`src/rtl/ovl_pkg.sv`:
```
package ovl_pkg;

    localparam int FIELD_W     = 4;
    localparam int N_FIELDS    = 16;
    localparam int BASE_FIELDS = 8;
    localparam int WORD_W      = FIELD_W * N_FIELDS;
    localparam int IDX_W       = $clog2(N_FIELDS);
    localparam int SEL_W       = 16;

    typedef enum logic [1:0] {
        KIND_READ  = 2'd0,
        KIND_WRITE = 2'd1,
        KIND_EXEC  = 2'd2,
        KIND_BAD   = 2'd3
    } kind_e;

    typedef enum logic [1:0] {
        PL_0 = 2'd0,
        PL_1 = 2'd1,
        PL_2 = 2'd2,
        PL_3 = 2'd3
    } priv_e;

    typedef struct packed {
        logic [1:0] op0;
        logic [2:0] op1;
        logic [3:0] crn;
        logic [3:0] crm;
        logic [2:0] op2;
    } sel_t;

    localparam sel_t OVL_SEL = '{op0: 2'b11, op1: 3'b110, crn: 4'b1010,
                                 crm: 4'b0010, op2: 3'b100};

    // Bit positions inside a field that carry each grant.
    localparam int BIT_RD  = 0;
    localparam int BIT_EX  = 1;
    localparam int BIT_WR  = 2;
    localparam int BIT_RSV = 3;

    function automatic logic field_grants(logic [FIELD_W-1:0] f, kind_e k);
        logic g;
        if (f[BIT_RSV]) begin
            g = 1'b0;
        end else begin
            unique case (k)
                KIND_READ:  g = f[BIT_RD];
                KIND_WRITE: g = f[BIT_WR];
                KIND_EXEC:  g = f[BIT_EX];
                default:    g = 1'b0;
            endcase
        end
        return g;
    endfunction

endpackage

```
`src/rtl/ovl_store.sv`:
```
module ovl_store
    import ovl_pkg::*;
(
    input  logic              clk,
    input  logic              rst,
    input  logic              wide_fmt,
    input  logic              acc_valid,
    input  logic              acc_write,
    input  sel_t              acc_sel,
    input  priv_e             acc_pl,
    input  logic [WORD_W-1:0] acc_wdata,
    output logic              acc_ready,
    output logic [WORD_W-1:0] acc_rdata,
    output logic              acc_undef,
    output logic [WORD_W-1:0] view
);

    logic [WORD_W-1:0] stored;
    logic [WORD_W-1:0] stored_nx;
    logic              hit;
    logic              top_pl;
    logic              wr_ok;
    logic              rd_ok;

    assign hit    = acc_valid && (acc_sel == OVL_SEL);
    assign top_pl = (acc_pl == PL_3);
    assign wr_ok  = hit && top_pl && acc_write;
    assign rd_ok  = hit && top_pl && !acc_write;

    assign acc_ready = hit;
    assign acc_undef = hit && !top_pl;
    assign acc_rdata = rd_ok ? view : '0;

    for (genvar i = 0; i < N_FIELDS; i++) begin : g_lane
        localparam int LO = i * FIELD_W;
        if (i < BASE_FIELDS) begin : g_base
            assign view[LO +: FIELD_W]      = stored[LO +: FIELD_W];
            assign stored_nx[LO +: FIELD_W] = wr_ok ? acc_wdata[LO +: FIELD_W]
                                                    : stored[LO +: FIELD_W];
        end else begin : g_wide
            assign view[LO +: FIELD_W]      = wide_fmt ? stored[LO +: FIELD_W] : '0;
            assign stored_nx[LO +: FIELD_W] = (wr_ok && wide_fmt) ? acc_wdata[LO +: FIELD_W]
                                                                  : stored[LO +: FIELD_W];
        end
    end

    always_ff @(posedge clk) begin
        if (rst) stored <= '0;
        else     stored <= stored_nx;
    end

    // reset leaves an all-zero word
    a_r1_reset_zero: assert property (@(posedge clk) $fell(rst) |-> (view == '0));

    // a refused request keeps the word
    a_r6_undef_keeps: assert property (@(posedge clk) disable iff (rst)
        acc_undef |=> $stable(stored));

    // an unclaimed request keeps the word
    a_r7_unclaimed_keeps: assert property (@(posedge clk) disable iff (rst)
        !acc_ready |=> $stable(stored));

    // upper half is hidden while the wide format is off
    a_r4_upper_hidden: assert property (@(posedge clk) disable iff (rst)
        !wide_fmt |-> (acc_rdata[WORD_W-1:BASE_FIELDS*FIELD_W] == '0));

    // data only leaves on a claimed, non-refused read
    a_r9_rdata_gated: assert property (@(posedge clk) disable iff (rst)
        (!acc_ready || acc_undef || acc_write) |-> (acc_rdata == '0));

endmodule

```
`src/rtl/ovl_judge.sv`:
```
module ovl_judge
    import ovl_pkg::*;
(
    input  logic              clk,
    input  logic              rst,
    input  logic              ovl_en,
    input  logic [WORD_W-1:0] view,
    input  logic [IDX_W-1:0]  chk_idx,
    input  kind_e             chk_kind,
    output logic              chk_deny
);

    logic [FIELD_W-1:0] field;

    assign field    = view[chk_idx * FIELD_W +: FIELD_W];
    assign chk_deny = ovl_en && !field_grants(field, chk_kind);

    // a disabled overlay never denies
    a_r5_disabled_allows: assert property (@(posedge clk) disable iff (rst)
        !ovl_en |-> !chk_deny);

    // reserved encodings deny every kind
    a_r3_reserved_denies: assert property (@(posedge clk) disable iff (rst)
        (ovl_en && field[BIT_RSV]) |-> chk_deny);

    // the spare kind code is always denied
    a_r10_bad_kind: assert property (@(posedge clk) disable iff (rst)
        (ovl_en && chk_kind == KIND_BAD) |-> chk_deny);

endmodule

```
`src/rtl/ovl_guard.sv`:
```
module ovl_guard
    import ovl_pkg::*;
(
    input  logic              clk,
    input  logic              rst,
    input  logic              wide_fmt,
    input  logic              ovl_en,
    input  logic              acc_valid,
    input  logic              acc_write,
    input  logic [SEL_W-1:0]  acc_sel,
    input  logic [1:0]        acc_pl,
    input  logic [WORD_W-1:0] acc_wdata,
    output logic              acc_ready,
    output logic [WORD_W-1:0] acc_rdata,
    output logic              acc_undef,
    input  logic [IDX_W-1:0]  chk_idx,
    input  logic [1:0]        chk_kind,
    output logic              chk_deny
);

    logic [WORD_W-1:0] view;

    ovl_store u_store (
        .clk       (clk),
        .rst       (rst),
        .wide_fmt  (wide_fmt),
        .acc_valid (acc_valid),
        .acc_write (acc_write),
        .acc_sel   (sel_t'(acc_sel)),
        .acc_pl    (priv_e'(acc_pl)),
        .acc_wdata (acc_wdata),
        .acc_ready (acc_ready),
        .acc_rdata (acc_rdata),
        .acc_undef (acc_undef),
        .view      (view)
    );

    ovl_judge u_judge (
        .clk      (clk),
        .rst      (rst),
        .ovl_en   (ovl_en),
        .view     (view),
        .chk_idx  (chk_idx),
        .chk_kind (kind_e'(chk_kind)),
        .chk_deny (chk_deny)
    );

    // a granted read is never denied
    a_r2_read_grant: assert property (@(posedge clk) disable iff (rst)
        (ovl_en && chk_kind == 2'd0 && view[chk_idx*FIELD_W +: FIELD_W] == 4'b0001) |-> !chk_deny);

endmodule

```
`config.mk`:
```
export PLATFORM = sky130hd
export DESIGN_NAME = ovl_guard
export DESIGN_NICKNAME = d
export VERILOG_FILES = /design/src/rtl/ovl_pkg.sv /design/src/rtl/ovl_store.sv /design/src/rtl/ovl_judge.sv /design/src/rtl/ovl_guard.sv
export SDC_FILE = /design/constraint.sdc
export NUM_CORES = 1
export LEC_CHECK = 0
export BUFFER_PORTS_ARGS = -buffer_cell sky130_fd_sc_hd__buf_2
export CAP_MARGIN = 20
export CELL_PAD_IN_SITES_DETAIL_PLACEMENT = 1
export CELL_PAD_IN_SITES_GLOBAL_PLACEMENT = 1
export CORE_ASPECT_RATIO = 0.6
export CORE_MARGIN = 1.5
export CORE_UTILIZATION = 36
export CTS_BUF_LIST = sky130_fd_sc_hd__clkbuf_4 sky130_fd_sc_hd__clkbuf_8
export DETAILED_ROUTE_END_ITERATION = 8
export PLACE_DENSITY_LB_ADDON = 0.1
export SLEW_MARGIN = 10
export SYNTH_ARGS = -nofsm -noshare
export SYNTH_HDL_FRONTEND = slang
export SYNTH_SLANG_ARGS = --single-unit
```
`constraint.sdc`:
```
create_clock -name clk -period 2.1 [get_ports clk]
set_input_delay 0.105 -clock clk [delete_from_list [all_inputs] [get_ports clk]]
set_output_delay 0.105 -clock clk [all_outputs]
set_load 0.02 [all_outputs]
```
==> summary.txt <==
GRT
  • First-pass GRT wire length: approximately 19000 um
  • Vias in the first global route: 3589
  • GRT Total Usage: 0.223
  • Gr ovfl total: 0
  • Largest net degree at the start of global routing: 97
  • Initial antenna violation count: 0

Cells and area
  • ANT cells: 0
  • Registers with the most flip-flops: u_store.stored: 64 flops
  • Commonest non-fill, non-tap cell in the layout: buf_2
  • Nets: 661
  • Reg with most FFs: u_store.stored
  • Area Overhead vs Synth: 40.4%
  • Number of flip-flops in the largest register: 64
  • Layout cell share with drive strength beyond 1: 0.371
  • Final instance area: 5170 um^2
  • Most frequent cells in the layout: buf_2 (159), mux2i_1 (74), nand2b_1 (66)

Route
  • Initial DRT Pass Iterations: 4
  • Routed Wire Length: 11900 um
  • Antenna viol nets, final: 0
  • DRT iter0 DRCs: 85
  • Via count: 3431
  • Vias per inst: between 4 and 5
  • Routed len/inst: 16.8 um
  • DRC Markers: 0

Timing
  • Worst slew pin tran: 508 ps
  • Fin. Hold Viols: 0
  • Max Clock Skew: 0 ps
  • Final Critical Period: 2040 ps
  • Final setup viols: 0
  • Fmax: 491 MHz
  • Unrepaired setup endpoints after global routing: true
  • Setup TNS: 0 ps
  • Final period util: 0.969
  • Slew Limit Fails: 0
  • Max_slew headroom: 0.661

Synth
  • Post-synthesis instance area: 3680 um^2
  • Synth Area in Simple Gates: 0.302
  • Post-synthesis compound-gate area fraction: 0.0248
  • Post-synthesis xor/xnor area fraction: 0
  • Syn nets: 482
  • Warnings from Yosys: 0
  • Post-synthesis adder-cell area fraction: 0
  • Post-synth cell types: 35
  • FF+latch count, synth: 64
  • Cell count after synthesis: 388
  • Avg Cell Area, Syn: 9.50 um^2
  • Sequential share of the synthesized area: 0.348
  • Mux contribution to synthesized area: 0.277
  • Largest family of logic cells by synthesized area: simple AND/OR/NAND/NOR gates

Worst setup path
  • CP Depth: 6
  • Slowest stage cell, crit path: mux4_2
  • CP Max Fanout: 3
  • RR Startpoint: u_store.stored[40]$_SDFFE_PP0P_
  • Crit path DAT: between 1500 and 2000 ps
  • Crit-path cells: mux4_2 > nor2b_2 > nor4b_2 > nor3_1 > o221a_2 > buf_6
  • Largest delay share family, worst path: multiplexers
  • CP Buf/Inv Count: 1
  • CP Launch Point: u_store.stored[6]$_SDFFE_PP0P_
  • Setup Crit Path Kind: reg2out
  • Slowest stage delay, CP: roughly 470 ps
  • Reg2reg setup slack: 1410 ps
  • Reg2Reg Depth: 2
  • Critical path endpoint: chk_deny
  • Crit end category: primary output
  • Crit path required time: 2000 ps
  • Element type at the critical path start: flop
  • R2r endpoint: u_store.stored[40]$_SDFFE_PP0P_

Die
  • Die width: roughly 130 um
  • Rows: 28
  • Starting density of the core: 0.372
  • Die area: 10900 um^2
  • I/O Pins: 161
  • Core ar.: 9910 um^2
  • Die height: 81.4 um

Flow run
  • Maxcap violations: 0

CTS
  • Root Driver: clkbuf_8
  • CTS max path bufs: 2
  • H-tree depth: 3
  • CTS tree: built
  • Latest clock arrival within the worst-skew pair: 350 ps
  • Clk slew on worst S/H paths: 80 ps
  • CTS Sinks: between 60 and 70
  • Cts bufs inserted: 9

Status
  • Outcome: completed

Placed design
  • Dpl hpwl: 8180 um
  • DP Area: 4630 um^2
  • Number of I/O port buffers: 160
  • Gpl congestion: between 0.7 and 0.8

Pwr
  • Power Density: 498 nW/um^2
  • Peak supply drop: 267 uV
  • Pleak: around 2.6 nW

Worst hold path
  • HP Class: in2reg
==> timing repair <==
item,4_1_cts,5_1_grt
setup buffers,0,0
resized for setup,1,10
setup endpoints to repair,1,1
pin swaps,0,3
hold buffers,31,1
endpoints found under the hold margin,31,1
==> synth_stat cells (all sizes together) <==
cell	count	area share
mux2i	74	0.20
nand2b	66	0.11
dfxtp	64	0.35
nor2	36	0.041
and2	33	0.056
and3	32	0.054
clkbuf	20	0.020
buf	13	0.025
mux4	11	0.067
nand2	5	0.0051
a21oi	3	0.0041
inv	3	0.0031
mux2	3	0.0092
nand3	3	0.0041
nor3b	3	0.0061
a22o	2	0.0048
nor2b	2	0.0034
nor4b	2	0.0048
a2111oi	1	0.0024
a211o	1	0.0024
a211oi	1	0.0020
a31o	1	0.0024
and4b	1	0.0027
and4bb	1	0.0034
nand4	1	0.0017
nor3	1	0.0014
nor4	1	0.0034
o2111ai	1	0.0024
o21ai	1	0.0014
o221a	1	0.0031
or4	1	0.0020
==> kinds of logic after synthesis <==
family | after synthesis
AND/OR/NAND/NOR | 188
AO/OA/AOI/OAI | 12
buffers and inverters | 36
multiplexers | 88
flip-flops | 64
==> routing by layer <==
metal  track usage  part of all wire
met1         0.296              0.49
met2         0.364              0.44
met3        0.0581             0.053
met4        0.0554             0.014
met5             0                 0
==> per-stage QoR <==
step	hold WS [ps]	total power [mW]	utilization	setup slack (ps)	cells
2_1_floorplan	249	1.35	-	396	388
3_3_place_gp	334	1.47	0.467	31.6	659
3_5_place_dp	348	1.48	0.467	-39.9	659
4_1_cts	0.0316	2.60	0.518	4.88	706
5_1_grt	7.01	2.69	0.522	-16.5	707
6_report	6.79	2.58	0.522	64.7	707
==> worst reg2reg max path, delay by kind of cell, from the launching register on <==
kind | cells | cell delay, ps
DFF | 1 | 420
muxes | 1 | 130
and+or+nand+nor | 1 | 80
==> worst min-delay path by stage <==
stage                              from                              end  slack (ps)  cells after the start
after global placement     acc_wdata[6]   u_store.stored[6]$_SDFFE_PP0P_         330                      3
after CTS                 acc_wdata[25]  u_store.stored[25]$_SDFFE_PP0P_        0.03                      3
after floorplan            acc_wdata[0]   u_store.stored[0]$_SDFFE_PP0P_         250                      2
after global routing      acc_wdata[54]  u_store.stored[54]$_SDFFE_PP0P_           7                      3
after detailed placement   acc_wdata[8]   u_store.stored[8]$_SDFFE_PP0P_         350                      3
final                     acc_wdata[25]  u_store.stored[25]$_SDFFE_PP0P_           7                      3
==> where the power goes <==
part | switching (mW) | internal [mW] | total (mW)
sequential | 0.000000887 | 1.21 | 1.21
combinational | 0.124 | 0.164 | 0.289
clock | 0.529 | 0.547 | 1.08
total | 0.654 | 1.92 | 2.58
==> area by class of cell <==
type	count	area, um^2
Clock inverter	7	72.6
Clock buffer	9	124
Multi-Input combinational cell	288	2250
Tap cell	135	169
Fill cell	1191	4740
Inverter	3	11.3
Timing Repair Buffer	201	1260
Sequential cell	64	1290
No activity file was read; power rests on OpenSTA's default activity.
